### src/rtl/mc_ctrl_pkg.sv
package mc_ctrl_pkg;
  localparam int OPC_W  = 6;
  localparam int SEL2_W = 2;

  localparam logic [OPC_W-1:0] OP_RTYPE = 6'h00;
  localparam logic [OPC_W-1:0] OP_JUMP  = 6'h02;
  localparam logic [OPC_W-1:0] OP_BEQ   = 6'h04;
  localparam logic [OPC_W-1:0] OP_LOAD  = 6'h23;
  localparam logic [OPC_W-1:0] OP_STORE = 6'h2B;

  // ALU operand B choices
  localparam logic [SEL2_W-1:0] SRCB_REG   = 2'd0;
  localparam logic [SEL2_W-1:0] SRCB_FOUR  = 2'd1;
  localparam logic [SEL2_W-1:0] SRCB_IMM   = 2'd2;
  localparam logic [SEL2_W-1:0] SRCB_SHIMM = 2'd3;

  // ALU operation choices
  localparam logic [SEL2_W-1:0] ALU_ADD   = 2'd0;
  localparam logic [SEL2_W-1:0] ALU_SUB   = 2'd1;
  localparam logic [SEL2_W-1:0] ALU_FUNCT = 2'd2;

  // PC source choices
  localparam logic [SEL2_W-1:0] PCS_ALU  = 2'd0;
  localparam logic [SEL2_W-1:0] PCS_OUT  = 2'd1;
  localparam logic [SEL2_W-1:0] PCS_JUMP = 2'd2;

  typedef enum logic [3:0] {
    ST_FETCH, ST_DECODE, ST_LDADDR, ST_LDREAD, ST_LDWB,
    ST_STADDR, ST_STWRITE, ST_RUN, ST_RWB, ST_BRANCH, ST_JUMP
  } seqState_t;

  typedef struct packed {
    logic              memRead;
    logic              memWrite;
    logic              memAddrSel;
    logic              irWrite;
    logic              pcWrite;
    logic              pcWriteCond;
    logic              aluSrcA;
    logic [SEL2_W-1:0] aluSrcB;
    logic [SEL2_W-1:0] aluOp;
    logic [SEL2_W-1:0] pcSource;
    logic              regWrite;
    logic              wbSel;
    logic              dstSel;
  } ctrlStrobes_t;
endpackage

### src/rtl/mcStateSeq.sv
module mcStateSeq
  import mc_ctrl_pkg::*;
(
  input  logic             clk,
  input  logic             rst,
  input  logic [OPC_W-1:0] opcode,
  output seqState_t        curState
);
  seqState_t nextState;

  always_comb begin
    nextState = ST_FETCH;
    case (curState)
      ST_FETCH:  nextState = ST_DECODE;
      ST_DECODE: begin
        case (opcode)
          OP_RTYPE: nextState = ST_RUN;
          OP_LOAD:  nextState = ST_LDADDR;
          OP_STORE: nextState = ST_STADDR;
          OP_BEQ:   nextState = ST_BRANCH;
          OP_JUMP:  nextState = ST_JUMP;
          default:  nextState = ST_FETCH;
        endcase
      end
      ST_LDADDR: nextState = ST_LDREAD;
      ST_LDREAD: nextState = ST_LDWB;
      ST_STADDR: nextState = ST_STWRITE;
      ST_RUN:    nextState = ST_RWB;
      default:   nextState = ST_FETCH;
    endcase
  end

  always_ff @(posedge clk) begin
    if (rst) curState <= ST_FETCH;
    else     curState <= nextState;
  end

  // reset lands in fetch
  a_r1_reset_to_fetch: assert property (@(posedge clk)
    rst |=> curState == ST_FETCH);

  // decode always follows fetch
  a_r2_fetch_then_decode: assert property (@(posedge clk) disable iff (rst)
    curState == ST_FETCH |=> curState == ST_DECODE);

  // every closing step returns to fetch
  a_r3_final_to_fetch: assert property (@(posedge clk) disable iff (rst)
    (curState inside {ST_LDWB, ST_STWRITE, ST_RWB, ST_BRANCH, ST_JUMP})
      |=> curState == ST_FETCH);

  // a load takes the long path
  a_r3_load_path: assert property (@(posedge clk) disable iff (rst)
    (curState == ST_DECODE && opcode == OP_LOAD) |=> curState == ST_LDADDR);
endmodule

### src/rtl/mcStrobeGen.sv
module mcStrobeGen
  import mc_ctrl_pkg::*;
(
  input  logic         clk,
  input  logic         rst,
  input  seqState_t    curState,
  output ctrlStrobes_t strobes
);
  always_comb begin
    strobes = '0;
    case (curState)
      ST_FETCH: begin
        strobes.memRead = 1'b1;
        strobes.irWrite = 1'b1;
        strobes.pcWrite = 1'b1;
        strobes.aluSrcB = SRCB_FOUR;
      end
      ST_DECODE: strobes.aluSrcB = SRCB_SHIMM;
      ST_LDADDR, ST_STADDR: begin
        strobes.aluSrcA = 1'b1;
        strobes.aluSrcB = SRCB_IMM;
      end
      ST_LDREAD: begin
        strobes.memRead    = 1'b1;
        strobes.memAddrSel = 1'b1;
      end
      ST_LDWB: begin
        strobes.regWrite = 1'b1;
        strobes.wbSel    = 1'b1;
      end
      ST_STWRITE: begin
        strobes.memWrite   = 1'b1;
        strobes.memAddrSel = 1'b1;
      end
      ST_RUN: begin
        strobes.aluSrcA = 1'b1;
        strobes.aluOp   = ALU_FUNCT;
      end
      ST_RWB: begin
        strobes.regWrite = 1'b1;
        strobes.dstSel   = 1'b1;
      end
      ST_BRANCH: begin
        strobes.aluSrcA     = 1'b1;
        strobes.aluOp       = ALU_SUB;
        strobes.pcWriteCond = 1'b1;
        strobes.pcSource    = PCS_OUT;
      end
      ST_JUMP: begin
        strobes.pcWrite  = 1'b1;
        strobes.pcSource = PCS_JUMP;
      end
      default: strobes = '0;
    endcase
  end

  // the three storage writes never overlap
  a_r10_single_writer: assert property (@(posedge clk) disable iff (rst)
    $onehot0({strobes.memWrite, strobes.regWrite, strobes.irWrite}));
endmodule

### src/rtl/mc_cpu_ctrl.sv
module mc_cpu_ctrl
  import mc_ctrl_pkg::*;
(
  input  logic             clk,
  input  logic             rst,
  input  logic [OPC_W-1:0] opcode,
  input  logic             aluZero,
  output logic             memRead,
  output logic             memWrite,
  output logic             memAddrSel,
  output logic             irWrite,
  output logic             pcWrite,
  output logic             pcWriteCond,
  output logic             pcLoad,
  output logic             aluSrcA,
  output logic [1:0]       aluSrcB,
  output logic [1:0]       aluOp,
  output logic [1:0]       pcSource,
  output logic             regWrite,
  output logic             wbSel,
  output logic             dstSel
);
  seqState_t    curState;
  ctrlStrobes_t strobes;

  mcStateSeq u_seq (
    .clk(clk), .rst(rst), .opcode(opcode), .curState(curState));

  mcStrobeGen u_gen (
    .clk(clk), .rst(rst), .curState(curState), .strobes(strobes));

  assign memRead     = strobes.memRead;
  assign memWrite    = strobes.memWrite;
  assign memAddrSel  = strobes.memAddrSel;
  assign irWrite     = strobes.irWrite;
  assign pcWrite     = strobes.pcWrite;
  assign pcWriteCond = strobes.pcWriteCond;
  assign aluSrcA     = strobes.aluSrcA;
  assign aluSrcB     = strobes.aluSrcB;
  assign aluOp       = strobes.aluOp;
  assign pcSource    = strobes.pcSource;
  assign regWrite    = strobes.regWrite;
  assign wbSel       = strobes.wbSel;
  assign dstSel      = strobes.dstSel;
  assign pcLoad      = strobes.pcWrite | (strobes.pcWriteCond & aluZero);

  // a load's data read is followed by its write-back from memory data
  a_r5_read_then_wb: assert property (@(posedge clk) disable iff (rst)
    (memRead && memAddrSel) |=> (regWrite && wbSel));

  // a store's memory write is followed by a fresh fetch
  a_r6_store_then_fetch: assert property (@(posedge clk) disable iff (rst)
    memWrite |=> (irWrite && !regWrite));

  // the conditional PC load comes right after decode
  a_r8_cond_after_decode: assert property (@(posedge clk) disable iff (rst)
    pcWriteCond |-> $past(aluSrcB == 2'd3 && !irWrite));
endmodule

### config.mk
export PLATFORM = sky130hd
export DESIGN_NAME = mc_cpu_ctrl
export DESIGN_NICKNAME = d
export VERILOG_FILES = /design/src/rtl/mc_ctrl_pkg.sv /design/src/rtl/mcStateSeq.sv /design/src/rtl/mcStrobeGen.sv /design/src/rtl/mc_cpu_ctrl.sv
export SDC_FILE = /design/constraint.sdc
export NUM_CORES = 1
export LEC_CHECK = 0
export ABC_AREA = 1
export BUFFER_PORTS_ARGS = -buffer_cell sky130_fd_sc_hd__buf_4
export CAP_MARGIN = 20
export CORE_AREA = 2 2 39 41
export CTS_CLUSTER_SIZE = 20
export DETAILED_ROUTE_END_ITERATION = 12
export DIE_AREA = 0 0 41 43
export SYNTH_ARGS = -nofsm -noshare
export SYNTH_HDL_FRONTEND = slang
export SYNTH_SLANG_ARGS = --single-unit
### constraint.sdc
create_clock -name clk -period 1 [get_ports clk]
set_clock_uncertainty 0.2 [all_clocks]
set_input_delay 0.1 -clock clk [delete_from_list [all_inputs] [get_ports clk]]
set_output_delay 0.1 -clock clk [all_outputs]
set_load 0.01 [all_outputs]
* Yosys cells after proc, flatten, opt, wreduce, memory -nomap -nowiden *
Cells that the tools add are included.

storage, ports and cells
  output and inout bits = 17
  flip-flop bits (word level) = 4
  bits of input ports = 9

cells by class
  multiplexer cells = 15
  bitwise operators = 2
  eq/ne operators = 14
  reductions and logical operators = 8

operator list
  kind                                            count
  case mux 4 bit (6 select lines)                 1
  case mux 4 bit (5 select lines)                 1
  == test 4 x 3 -> 1 bit (second input constant)  4
  == test 4 bit (second input constant)           3
  == test 6 bit (second input constant)           2
  two-way mux 1 bit                               10
  OR reduction 2 bit                              5
  == test 4 x 2 -> 1 bit (second input constant)  2
  case mux 2 bit (2 select lines)                 2
  == test 6 x 2 -> 1 bit (second input constant)  1
  == test 6 x 3 -> 1 bit (second input constant)  1
  logical NOT 6 bit                               1
  case mux 2 bit (3 select lines)                 1
  == test 4 x 1 -> 1 bit (second input constant)  1
  logical NOT 4 bit                               1
  OR reduction 4 bit                              1
  bitwise AND 1 bit                               1
  OR 1 bit                                        1

* Longest topological paths before layout *
Gate-level depths: netlist of run 1.

  depth after elaboration = 4
  gate-level depth with buffers = 6

* Modules after synthesis *
Synthesis of run 1 repeated with hierarchy kept, for this count alone.

second synthesis, totals
  cell total of the unflattened synthesis = 88
  area, all modules = 452.9 um2

by module, submodules not included
  module       seq. area each (um2)  times used  cells an instance  area an instance (um2)
  mcStateSeq   80.1                  1           51                 296.5
  mcStrobeGen  0.0                   1           34                 145.1
  mc_cpu_ctrl  0.0                   1           3                  11.3

* Worst setup path before layout of run 1 *
No wires, ideal clock.

  path type = register -> output
  from = reg u_seq.curState[3]
  to = out aluSrcA
  slack = -0.241 ns
  required time = 0.700 ns
  stages on the path, launching flop included = 6
  arrival = 0.941 ns
  path through = dfxtp_1 > inv_1 > nand3_1 > nor2_1 > nor2_1 > nand2_1

between the ends
  word-level cells in the longest chain between the ends = 3
  elaborated cells on any way between the ends = 6

RTL lines
  what                                                  line               source
  from (decl)                                           mcStateSeq.sv:7    output seqState_t curState
  from (signal assigned)                                mcStateSeq.sv:35   else curState <= nextState;
  == test 4 x 3 -> 1 bit, or another cell as far along  mcStrobeGen.sv:11  case (curState)
  OR reduction 4 bit (no line) (*)                      --
  two-way mux 1 bit (*)                                 mcStrobeGen.sv:11
  to (decl)                                             mc_cpu_ctrl.sv:15  output logic aluSrcA,

Mark *: on every way between the ends. The rest lies on a longest branch, timed or not.

* Worst setup path in the final report of run 1 *
  from = reg u_seq.curState[3]
  to = out memAddrSel

between the ends
  word-level cells in the longest chain between the ends = 3
  elaborated cells on any way between the ends = 4

RTL lines
  what                                                                     line               source
  == test 4 x 3 -> 1 bit / == test 4 x 2 -> 1 bit (equally long branches)  mcStrobeGen.sv:11
  OR reduction 2 bit (no line) (*)                                         --
  two-way mux 1 bit (*)                                                    mcStrobeGen.sv:11
  to (decl)                                                                mc_cpu_ctrl.sv:10  output logic memAddrSel,

Marked as above.

==> results.yml, run 1 <==
outcome:
  run_status: "finished, violations left"
  violations: "setup timing"
clock_tree:
  cts_inserted_buffers: 3
  clk_latency_ns: 0.23
  tritoncts: "done"
  clockBufferDepth: 2
  cts.htree.levels: 1
  cts_num_sinks: 4
  worst_setup_hold_path_clk_slew_ns: 0.04
  cts.root.buffer_cell: "sky130_fd_sc_hd__clkbuf_4"
placed_design:
  hpwl_after_detailed_placement_um: 1040
  gp_congestion: 0.757
  dpl_cell_area_um2: 738
  placed_cells: 126
  preCtsSetupSlack_ns: -0.305
  place.port_buffers: 25
grt:
  largest_net_degree_at_the_start_of_global_routing: 6
  antenna_found_initial: 0
  grt_pass1_wl_um: 2020
  grt_pass1_vias: 541
  grt.overflow.total: 0
  groute.usage.overall_pct: 16.1
worst_setup_path:
  rr_worst_depth: 6
  crit-reg2reg-capture: "u_seq.curState[2]"
  critPathSlowestCell: "sky130_fd_sc_hd__dfxtp_4"
  r2r_start: "u_seq.curState[3]"
  ff2ff_setup_slack_ns: -0.34
  critical_path_buf_inv_count: 3
  cpPeakStageDelay_ns: 0.35
  worstSetupStartpointType: "flop"
  cp_arrival_ns: 1.25
  top_cell_family_by_delay_on_the_critical_path: "flip-flops"
  worstPathMaxFanout: 4
  critical_path.cell_chain: "nor2_4 > inv_4 > nor3_4 > inv_2 > o21ai_2 > buf_6"
  timing.critical_path.required_ns: 0.70
  worst_setup_path_end_kind: "output pin"
  worstSetupPathType: "flop to output pin"
yosys:
  synth_xor_xnor_area_share_pct: 0
  ys_seq_elements: 4
  synth-compound-area-share_pct: 14.2
  post-synth-top-area-cell: "sky130_fd_sc_hd__dfxtp_1"
  yosysUniqueCellTypes: 15
  synthesis.yosys.warnings: 0
  muxShareOfSynthArea_pct: 0
  synthSimpleGateAreaFrac_pct: 49.3
  synth_top_family_by_area: "simple AND/OR/NAND/NOR gates"
  synth.cell_area_um2: 424
  post-synth-top-area-fraction_pct: 18.9
  postSynthNetCount: 87
  post_synth_inst_count: 78
  synth-seq-area-share_pct: 18.9
  yosys.area_share.adder_pct: 0
  cell_types_with_the_largest_area_share_after_synthesis: "sky130_fd_sc_hd__dfxtp_1 (19%), sky130_fd_sc_hd__nor2_1 (19%), sky130_fd_sc_hd__inv_1 (13%)"
  synth.avg_cell_area_um2: 5.44
floorplan:
  dieWidth_um: 41
  die_height_um: 43
  boundary_pins: 26
  design.die.area_um2: 1760
  fp.coreArea_um2: 1380
  placement_rows: 14
  start_util_pct: 30.7
sta:
  setup_total_negative_slack_ns: -8.84
  grt_setup_unrepaired: "true"
  post-route-worst-setup-slack_ns: -0.546
  worstMarginPinSlew_ns: 0.207
  finalWorstPathRequiredPeriod_ns: 1.55
  slew_headroom_pct: 86.1
  layout_worst_path_cycle_share_pct: 155
  maxClockFrequency_mhz: 647
  finalHoldViolations: 0
  pins_over_their_slew_limit: 0
  final-setup-viol-count: 21
cells_and_area:
  largest_register_ffs: 4
  layout.nets: 128
  top_register: "u_seq.curState"
  syn_to_final_growth_pct: 114
  drive_gt1_share_pct: 63.6
  finish.instance_area_um2: 908
  final_cell_count_no_fill: 134
  antenna_cells: 0
  fill_cells: 131
  layout_top_registers: "u_seq.curState x4"
run:
  max_cap_violations: 0
power:
  total_leakage_power_nw: 0.453
  vdd_ir_drop_max_mv: 0.710
  p_per_area_nw_per_um2: 636
route:
  dr.pass1.iters: 4
  route.vias.total: 595
  detail-route-antenna-nets: 0
  drt_first_iter_violations: 13
  drt-total-wl_um: 1280
  wl_per_cell_um: 9.58
  remaining_drc_errors: 0
  via_per_inst: 4.44
min_path:
  hp-class: "input port to flop"
  timing.hold.worst.start: "opcode[4]"
  timing.hold.worst_path_depth: 6
  holdPathEnd: "u_seq.curState[1]"
-- cells in the mapped netlist --
cell type / number
sky130_fd_sc_hd__a21oi_1: 5
sky130_fd_sc_hd__inv_1: 15
sky130_fd_sc_hd__nor3_2: 1
sky130_fd_sc_hd__o21ai_0: 2
sky130_fd_sc_hd__buf_4: 2
sky130_fd_sc_hd__nand3_1: 10
sky130_fd_sc_hd__nor2_1: 21
sky130_fd_sc_hd__or2_1: 1
sky130_fd_sc_hd__a21o_1: 1
sky130_fd_sc_hd__nand2_1: 11
sky130_fd_sc_hd__dfxtp_1: 4
sky130_fd_sc_hd__nor2_2: 1
sky130_fd_sc_hd__nor3_4: 1
sky130_fd_sc_hd__inv_2: 1
sky130_fd_sc_hd__o21ai_2: 2
-- layout make-up --
type | count | area (µm²) | area share (%)
Inverter | 16 | 67.6 | 7.44
Timing Repair Buffer | 38 | 329 | 36.2
Clock buffer | 4 | 26.3 | 2.89
Sequential cell | 4 | 92.6 | 10.2
Multi-Input combinational cell | 56 | 373 | 41.0
Tap cell | 16 | 20.0 | 2.20
-- how the worst max path moves through the flow --
stage / startpoint / slack [ns] / cells after the start / endpoint
floorplan: u_seq.curState[3] / -0.16 / 4 / aluSrcB[1]
global placement: u_seq.curState[3] / -0.29 / 5 / aluSrcB[1]
detailed placement: u_seq.curState[1] / -0.31 / 6 / pcLoad
CTS: u_seq.curState[0] / -0.53 / 5 / aluSrcB[1]
global route: u_seq.curState[3] / -0.61 / 5 / aluSrcB[1]
finish: u_seq.curState[3] / -0.55 / 6 / memAddrSel
-- cell usage in the layout, fill, tap and decap left out, drive strengths merged --
master       synthesis  routed
or2                  1       1
o21ai                4       4
dfxtp                4       4
dlygate4sd3          0       1
buf                  2      37
nor3                 2       2
clkbuf               0       4
nand3               10      10
inv                 16      16
nor2                22      22
a21o                 1       1
a21oi                5       5
nand2               11      11
-- metrics by stage --
step,hold WS [ns],power (mW),utilization (%)
floorplan,-0.0383,0.264,-
global placement,0.0788,0.342,53.3
detailed placement,0.0798,0.345,53.3
CTS,0.0945,0.576,60.5
global route,0.0948,0.622,65.6
finish,0.0939,0.577,65.6
-- logic make-up after synthesis --
group,count (synthesis)
flip-flops,4
AO/OA/AOI/OAI,10
buffers and inverters,18
AND/OR/NAND/NOR,46
-- metal layers --
metal | wire, µm | track usage, % | share of wire, %
met5 | 0 | 0 | 0
met4 | 0 | 4.00 | 0
met3 | 87 | 3.14 | 6.8
met2 | 727 | 30.6 | 57
met1 | 468 | 16.1 | 36
-- power by group --
| group | switching, mW | internal (mW) | total [mW] |
|---|---|---|---|
| Clock | 0.0653 | 0.150 | 0.215 |
| Combinational | 0.0922 | 0.0993 | 0.191 |
| Sequential | 0.0108 | 0.160 | 0.171 |
-- worst reg2reg max path, stage by stage, from the launching register on --
cell                      delay, ns
sky130_fd_sc_hd__dfxtp_4       0.35
sky130_fd_sc_hd__nor2_4        0.17
sky130_fd_sc_hd__inv_4         0.08
sky130_fd_sc_hd__nor3_4        0.17
sky130_fd_sc_hd__buf_6         0.13
sky130_fd_sc_hd__nor2_4        0.03
sky130_fd_sc_hd__a21oi_2       0.14
-- what timing repair did --
item                       CTS  global route
hold endpoints to repair     4             0
setup endpoints to repair   21            21
hold buffers                 1             0
pin swaps                    3             2
resized for setup           13            21
buffers inserted             3             2
No activity file was read; power rests on OpenSTA's default activity.
==> run 2, diff against run 1 <==
==> constraint.sdc (replaced) <==
create_clock -name clk -period 1 [get_ports clk]
set_clock_uncertainty 0.2 [all_clocks]
set_input_delay 0.1 -clock clk [delete_from_list [all_inputs] [get_ports clk]]
set_output_delay 0.1 -clock clk [all_outputs]
set_load 0.1 [all_outputs]
==> run 2 against run 1 <==
The run now fails in global routing. Synthesized cell count did not move. Synthesized area did not move.
==> results.yml, run 2 <==
sta:
  worstEndpointType: "output port"
  grt_repair_worst_endpoint: "memAddrSel"
yosys:
  ys.flop_type: "sky130_fd_sc_hd__dfxtp_1"
  synthesis.yosys.warnings: 0
  post-synth-top-area-fraction_pct: 18.9
  postSynthNetCount: 87
  synth-edff-count: 0
  ys_top_cells_by_count: "sky130_fd_sc_hd__nor2_1 (21), sky130_fd_sc_hd__inv_1 (15), sky130_fd_sc_hd__nand2_1 (11)"
  yosysMostFrequentCell: "sky130_fd_sc_hd__nor2_1"
  asyncSetResetFlopFracSynth_pct: 0
  cell_types_with_the_largest_area_share_after_synthesis: "sky130_fd_sc_hd__dfxtp_1 (19%), sky130_fd_sc_hd__nor2_1 (19%), sky130_fd_sc_hd__inv_1 (13%)"
  synth.cell_area_um2: 424
  yosysUniqueCellTypes: 15
  synth.avg_cell_area_um2: 5.44
  ys_seq_elements: 4
  post-synth-top-area-cell: "sky130_fd_sc_hd__dfxtp_1"
  synth-seq-area-share_pct: 18.9
  post_synth_inst_count: 78
outcome:
  run_status: "stopped before the end"
  error_line: "[ERROR DPL-0033] detailed placement checks failed during check placement."
  stop_stage: "global routing"
floorplan:
  dieWidth_um: 41
  start_util_pct: 30.7
  placement_rows: 14
  boundary_pins: 26
  die_height_um: 43
placed_design:
  place.port_buffers: 25
  hpwl_after_detailed_placement_um: 1060
  gp_congestion: 0.764
clock_tree:
  cts.htree.levels: 1
  clockBufferDepth: 2
  cts.root.buffer_cell: "sky130_fd_sc_hd__clkbuf_4"
  cts_num_sinks: 4
  cts_inserted_buffers: 3
grt:
  largest_net_degree_at_the_start_of_global_routing: 8
  antenna_found_initial: 0
==> run 2: cell counts after synthesis <==
No cell type changed its count.
==> run 2: cell families after synthesis <==
kind of cell,count (synthesis),synth area share (%)
compound gates,10,14.2
flops,4,18.9
simple gates,46,49.3
buf+inv,18,17.7
==> run 2: through the flow <==
| step | instance area, µm² | worst slack, ns | std cells |
|---|---|---|---|
| 2_1_floorplan | 577 | -0.799 | 78 |
| 3_3_place_gp | 865 | -0.526 | 129 |
| 3_5_place_dp | 865 | -0.507 | 129 |
| 4_1_cts | 1230 | -0.632 | 138 |
==> run 2: repair_timing <==
action | CTS
buffers inserted | 5
endpoints found under the setup margin | 21
resized for setup | 75
hold buffers | 1
pin swaps | 12
hold endpoints to repair | 4
==> run 3, diff against run 2 <==
- CORE_AREA: 2 2 39 41 -> 2 2 63 65
- CTS_CLUSTER_SIZE: 20 -> default
- DIE_AREA: 0 0 41 43 -> 0 0 65 67
- PLACE_DENSITY_LB_ADDON: default -> 0.15
- clock period: 1 -> 1.3 ns (I/O delays scaled with it)
==> run 3 against run 2 <==
The flow now finishes, with violations (setup timing).
==> results.yml, run 3 (synthesized netlist as in run 1, its figures left out) <==
power:
  power.share.sequential_pct: 17.7
  total_switching_power_mw: 0.281
  proportion_of_power_drawn_by_combinational_gates_pct: 48.1
  p_per_area_nw_per_um2: 552
  share_clk_of_total_power_pct: 34.3
  total_leakage_power_nw: 0.579
  vdd_ir_drop_max_mv: 0.302
  fraction_of_power_spent_switching_nets_pct: 38.0
  cellInternalPower_mw: 0.457
sta:
  slew_headroom_pct: 85.1
  maxClockFrequency_mhz: 614
  pins_over_their_slew_limit: 0
  final-setup-viol-count: 20
  post-route-worst-setup-slack_ns: -0.328
  grt_setup_unrepaired: "true"
  finalWorstPathRequiredPeriod_ns: 1.63
  setup_total_negative_slack_ns: -4.58
  worstMarginPinSlew_ns: 0.222
  layout_worst_path_cycle_share_pct: 125
  finalHoldViolations: 0
worst_setup_path:
  worstSetupStartpointType: "flop"
  worst_setup_path_end_kind: "output pin"
  worstPathMaxFanout: 5
  cp_arrival_ns: 1.30
  timing.critical_path.required_ns: 0.97
  worstSetupPathType: "flop to output pin"
route:
  dr.pass1.iters: 4
  drt_first_iter_violations: 21
  remaining_drc_errors: 0
  route.vias.total: 651
  detail-route-antenna-nets: 0
  via_per_inst: 3.74
  drt-total-wl_um: 1510
  wl_per_cell_um: 8.70
floorplan:
  start_util_pct: 11.8
  placement_rows: 22
  die_height_um: 67
  design.die.area_um2: 4360
  boundary_pins: 26
  fp.coreArea_um2: 3610
  dieWidth_um: 65
clock_tree:
  worst_setup_hold_path_clk_slew_ns: 0.03
  clockBufferDepth: 2
  cts_inserted_buffers: 3
  cts_num_sinks: 4
  tritoncts: "done"
  cts.htree.levels: 1
  cts.root.buffer_cell: "sky130_fd_sc_hd__clkbuf_8"
  clk_latency_ns: 0.21
min_path:
  hp-class: "input port to flop"
cells_and_area:
  top_register: "u_seq.curState"
  antenna_cells: 0
  final_core_utilization_pct: 37.1
  largest_register_ffs: 4
  layout_top_registers: "u_seq.curState x4"
  syn_to_final_growth_pct: 215
  layout.cells.most_common: "sky130_fd_sc_hd__buf_4"
  layout.nets: 137
  drive_gt1_share_pct: 70.6
  final_cell_count_no_fill: 174
  fill_cells: 370
  most-common-layout-cells: "sky130_fd_sc_hd__buf_4 (21), sky130_fd_sc_hd__buf_12 (19), sky130_fd_sc_hd__nor2_1 (11), sky130_fd_sc_hd__nor2_4 (8), sky130_fd_sc_hd__nand3_1 (8)"
placed_design:
  place.port_buffers: 25
  hpwl_after_detailed_placement_um: 1270
  gp_congestion: 0.751
  placed_cells: 164
  preCtsSetupSlack_ns: -0.206
run:
  max_cap_violations: 0
grt:
  grt.overflow.total: 0
  grt_pass1_wl_um: 2560
  largest_net_degree_at_the_start_of_global_routing: 7
  groute.usage.overall_pct: 7.54
  antenna_found_initial: 0
  grt_pass1_vias: 622
outcome:
  violations: "setup timing"
  run_status: "finished, violations left"
==> run 3: worst max-delay path, stage by stage, from the launching register on <==
cell                      delay (ns)
sky130_fd_sc_hd__dfxtp_4        0.39
sky130_fd_sc_hd__inv_8          0.06
sky130_fd_sc_hd__nand3_1        0.12
sky130_fd_sc_hd__o21ai_4        0.08
sky130_fd_sc_hd__or2_4          0.26
sky130_fd_sc_hd__buf_12         0.16
==> run 3: per-layer routing <==
metal	up-vias	wire length, µm	track usage [%]
met5	-	0	0
met4	0	0	2.39
met3	0	110	2.20
met2	19	798	14.2
met1	293	604	8.05
li1	339	-	-
==> run 3: stage by stage <==
| stage | hold slack [ns] | instance area [µm²] | total power, mW |
|---|---|---|---|
| after floorplan | -0.00835 | 577 | 0.347 |
| after global placement | 0.110 | 927 | 0.422 |
| after detailed placement | 0.108 | 927 | 0.423 |
| after CTS | 0.132 | 1300 | 0.746 |
| after global routing | 0.178 | 1340 | 0.780 |
| final | 0.131 | 1340 | 0.738 |
==> run 3: worst paths after layout <==
kind / from / end / slack [ns] / cells past startpoint
setup / recovery: u_seq.curState[0] / aluSrcB[1] / -0.33 / 5
hold / removal: opcode[4] / u_seq.curState[2] / 0.13 / 6
setup reg to reg: u_seq.curState[0] / u_seq.curState[1] / -0.12 / 7
hold reg to reg: u_seq.curState[0] / u_seq.curState[0] / 0.30 / 1
==> run 3: power by group through the flow <==
stage	sequential, mW	combinational [mW]	clock, mW
6_report	0.130	0.355	0.253
5_1_grt	0.131	0.372	0.277
4_1_cts	0.130	0.351	0.265
3_5_place_dp	0.136	0.287	0
3_3_place_gp	0.136	0.286	0
2_1_floorplan	0.134	0.213	0
==> run 3: area by class of cell <==
| class | count | area, µm² | share of cell area (%) |
|---|---|---|---|
| inverter | 16 | 76.3 | 5.71 |
| multi-input combinational | 56 | 449 | 33.6 |
| clock buffer | 3 | 41.3 | 3.09 |
| timing repair buffer | 47 | 616 | 46.0 |
| tap | 48 | 60.1 | 4.49 |
| sequential | 4 | 95.1 | 7.11 |
==> run 3: timing repair <==
| action | 4_1_cts | 5_1_grt |
|---|---|---|
| resized for setup | 71 | 8 |
| hold buffers | 1 | 0 |
| buffers inserted | 6 | 1 |
| pin swaps | 6 | 5 |
| endpoints found under the setup margin | 20 | 21 |
| hold endpoints to repair | 3 | 0 |
| gates cloned | 0 | 0 |
==> run 4, diff against run 3 <==
- ABC_AREA: 1 -> 0
==> run 4 against run 3 <==
The run still ends with setup timing left. Synthesized cell count is 24% lower. Synthesized area fell by 1.2%. Combinational power is 26% higher. Sequential power hardly changed. Sequential share of layout area decreased by 1.3 points. Die area did not move. Register-to-register slack gained 0.04 ns. Non-clock buffer count up 14. Critical path type unchanged. Largest power group unchanged.
==> results.yml, run 4 <==
worst_setup_path:
  ff2ff_setup_slack_ns: -0.08
  timing.critical_path.required_ns: 0.97
  worstSetupPathType: "flop to output pin"
  critical_path_buf_inv_count: 2
  worst_setup_path_end_kind: "output pin"
  cp_arrival_ns: 1.43
  critPathSlowestCell: "sky130_fd_sc_hd__or3b_1"
  worstPathMaxFanout: 3
  cpPeakStageDelay_ns: 0.36
  top_cell_family_by_delay_on_the_critical_path: "simple AND/OR/NAND/NOR gates"
  critical_path.cell_chain: "or3b_1 > buf_4 > a21oi_4 > buf_12"
  worstSetupStartpointType: "flop"
yosys:
  synth-compound-area-share_pct: 19.1
  synth.cell_area_um2: 419
  post-synth-top-area-cell: "sky130_fd_sc_hd__dfxtp_1"
  asyncSetResetFlopFracSynth_pct: 0
  synth-seq-area-share_pct: 19.1
  ys.flop_type: "sky130_fd_sc_hd__dfxtp_1"
  ys_top_cells_by_count: "sky130_fd_sc_hd__nor2_1 (11), sky130_fd_sc_hd__nor3_1 (6)"
  synth.avg_cell_area_um2: 7.10
  synth_top_family_by_area: "simple AND/OR/NAND/NOR gates"
  synthesis.yosys.warnings: 0
  synth-edff-count: 0
  ys_seq_elements: 4
  post-synth-top-area-fraction_pct: 19.1
  cell_types_with_the_largest_area_share_after_synthesis: "sky130_fd_sc_hd__dfxtp_1 (19%), sky130_fd_sc_hd__nor2_1 (9.9%), sky130_fd_sc_hd__nor3_1 (7.2%)"
  synth_xor_xnor_area_share_pct: 6.27
  muxShareOfSynthArea_pct: 0
  postSynthNetCount: 68
  post_synth_inst_count: 59
  synthSimpleGateAreaFrac_pct: 49.0
  yosysUniqueCellTypes: 29
  yosys.area_share.adder_pct: 0
  yosysMostFrequentCell: "sky130_fd_sc_hd__nor2_1"
power:
  total_switching_power_mw: 0.315
  share_clk_of_total_power_pct: 31.3
  fraction_of_power_spent_switching_nets_pct: 37.5
  p_per_area_nw_per_um2: 563
  cellInternalPower_mw: 0.527
  vdd_ir_drop_max_mv: 0.247
  proportion_of_power_drawn_by_combinational_gates_pct: 53.2
  power.share.sequential_pct: 15.5
  total_leakage_power_nw: 0.586
sta:
  maxClockFrequency_mhz: 569
  final-setup-viol-count: 19
  slew_headroom_pct: 82.7
  finalHoldViolations: 0
  fin_hold_ws_ns: 0.0660
  setup_total_negative_slack_ns: -5.94
  layout_worst_path_cycle_share_pct: 135
  worstMarginPinSlew_ns: 0.259
  finalWorstPathRequiredPeriod_ns: 1.76
  post-route-worst-setup-slack_ns: -0.459
  grt_setup_unrepaired: "true"
  pins_over_their_slew_limit: 0
placed_design:
  place.port_buffers: 25
  gp_congestion: 0.644
  hpwl_after_detailed_placement_um: 1310
clock_tree:
  clk_latency_ns: 0.22
  cts_num_sinks: 4
  worst_setup_hold_path_clk_slew_ns: 0.03
  cts.htree.levels: 1
  cts_inserted_buffers: 3
  cts.root.buffer_cell: "sky130_fd_sc_hd__clkbuf_8"
  clockBufferDepth: 2
  tritoncts: "done"
grt:
  grt.overflow.total: 0
  grt_pass1_wl_um: 3080
  largest_net_degree_at_the_start_of_global_routing: 8
  groute.usage.overall_pct: 9.41
  grt_pass1_vias: 631
  antenna_found_initial: 0
floorplan:
  die_height_um: 67
  design.die.area_um2: 4360
  fp.coreArea_um2: 3610
  start_util_pct: 11.6
  dieWidth_um: 65
  placement_rows: 22
  boundary_pins: 26
cells_and_area:
  layout.nets: 129
  layout_top_registers: "u_seq.curState x4"
  syn_to_final_growth_pct: 257
  largest_register_ffs: 4
  layout.area.seq_um2: 87.6
  area_occupied_by_multi_input_gates_um2: 558
  top_register: "u_seq.curState"
  drive_gt1_share_pct: 85.6
  antenna_cells: 0
  fill_cells: 335
  most-common-layout-cells: "sky130_fd_sc_hd__buf_4 (25), sky130_fd_sc_hd__buf_12 (18), sky130_fd_sc_hd__buf_6 (17), sky130_fd_sc_hd__nor2_4 (6), sky130_fd_sc_hd__nor3_4 (5)"
  layout.cells.most_common: "sky130_fd_sc_hd__buf_4"
route:
  detail-route-antenna-nets: 0
  via_per_inst: 4.01
  dr.pass1.iters: 4
  drt-total-wl_um: 1740
  remaining_drc_errors: 0
  route.vias.total: 666
  drt_first_iter_violations: 11
  wl_per_cell_um: 10.5
min_path:
  hp-class: "input port to flop"
run:
  max_cap_violations: 0
outcome:
  violations: "setup timing"
  run_status: "finished, violations left"
-- run 4: cell types whose count changed after synthesis, sizes merged, moves of 4 or more --
cell,delta
inv,-16
nand2,-7
nand2b,+4
nand3,-9
nor2,-11
nor3,+4
-- run 4: worst min-delay path: cells and delay by family --
| family | cells | cell delay [ns] |
|---|---|---|
| AO/OA/AOI/OAI | 2 | 0.15 |
| AND/OR/NAND/NOR | 1 | 0.04 |
| buffers and inverters | 1 | 0.12 |
-- run 4: area by class of cell --
type	count	share of cell area [%]
Clock buffer	3	2.76
Multi-Input combinational cell	50	37.3
Timing Repair Buffer	61	50.1
Sequential cell	4	5.85
Tap cell	48	4.01
-- run 4: power groups by stage --
| stage | sequential [mW] | clock [mW] | combinational [mW] |
|---|---|---|---|
| floorplan | 0.134 | 0 | 0.236 |
| detailed placement | 0.133 | 0 | 0.330 |
| finish | 0.131 | 0.264 | 0.448 |
| global route | 0.131 | 0.277 | 0.470 |
| global placement | 0.133 | 0 | 0.330 |
| CTS | 0.131 | 0.271 | 0.440 |
-- run 4: worst paths after layout --
check / startpoint / end / depth (start not counted)
worst max-delay path: u_seq.curState[1] / aluSrcB[1] / 4
worst max register to register: u_seq.curState[1] / u_seq.curState[1] / 3
worst min register to register: u_seq.curState[2] / u_seq.curState[0] / 2
worst min-delay path: opcode[2] / u_seq.curState[2] / 4
-- run 4: metrics by stage --
step                instance area (µm²)  std cells  setup slack (ns)  utilization [%]  power [mW]
global route                       1500        166            -0.508             41.5       0.879
finish                             1500        166            -0.459             41.5       0.842
CTS                                1450        164            -0.440             40.2       0.841
detailed placement                 1010        152            -0.310             28.0       0.463
floorplan                           649         59            -0.874                -       0.371
global placement                   1010        152            -0.391             28.0       0.463
-- run 4: cells by family after synthesis --
family,Yosys count
buffers and inverters,5
XOR/XNOR,3
AND/OR/NAND/NOR,36
AO/OA/AOI/OAI,11
flip-flops,4
-- run 4: routing by layer --
metal	track usage, %	part of all wire, %	vias up
met5	0	0	-
met4	5.59	2.0	0
met3	1.01	3.3	4
met2	16.2	54	28
met1	11.2	41	303
li1	-	-	331
-- run 4: what timing repair did --
action | CTS | global route
endpoints found under the hold margin | 2 | 0
cloned | 0 | 0
pin swaps | 15 | 6
setup buffers | 8 | 2
gates resized for setup | 70 | 9
endpoints found under the setup margin | 19 | 21
hold buffers | 1 | 0
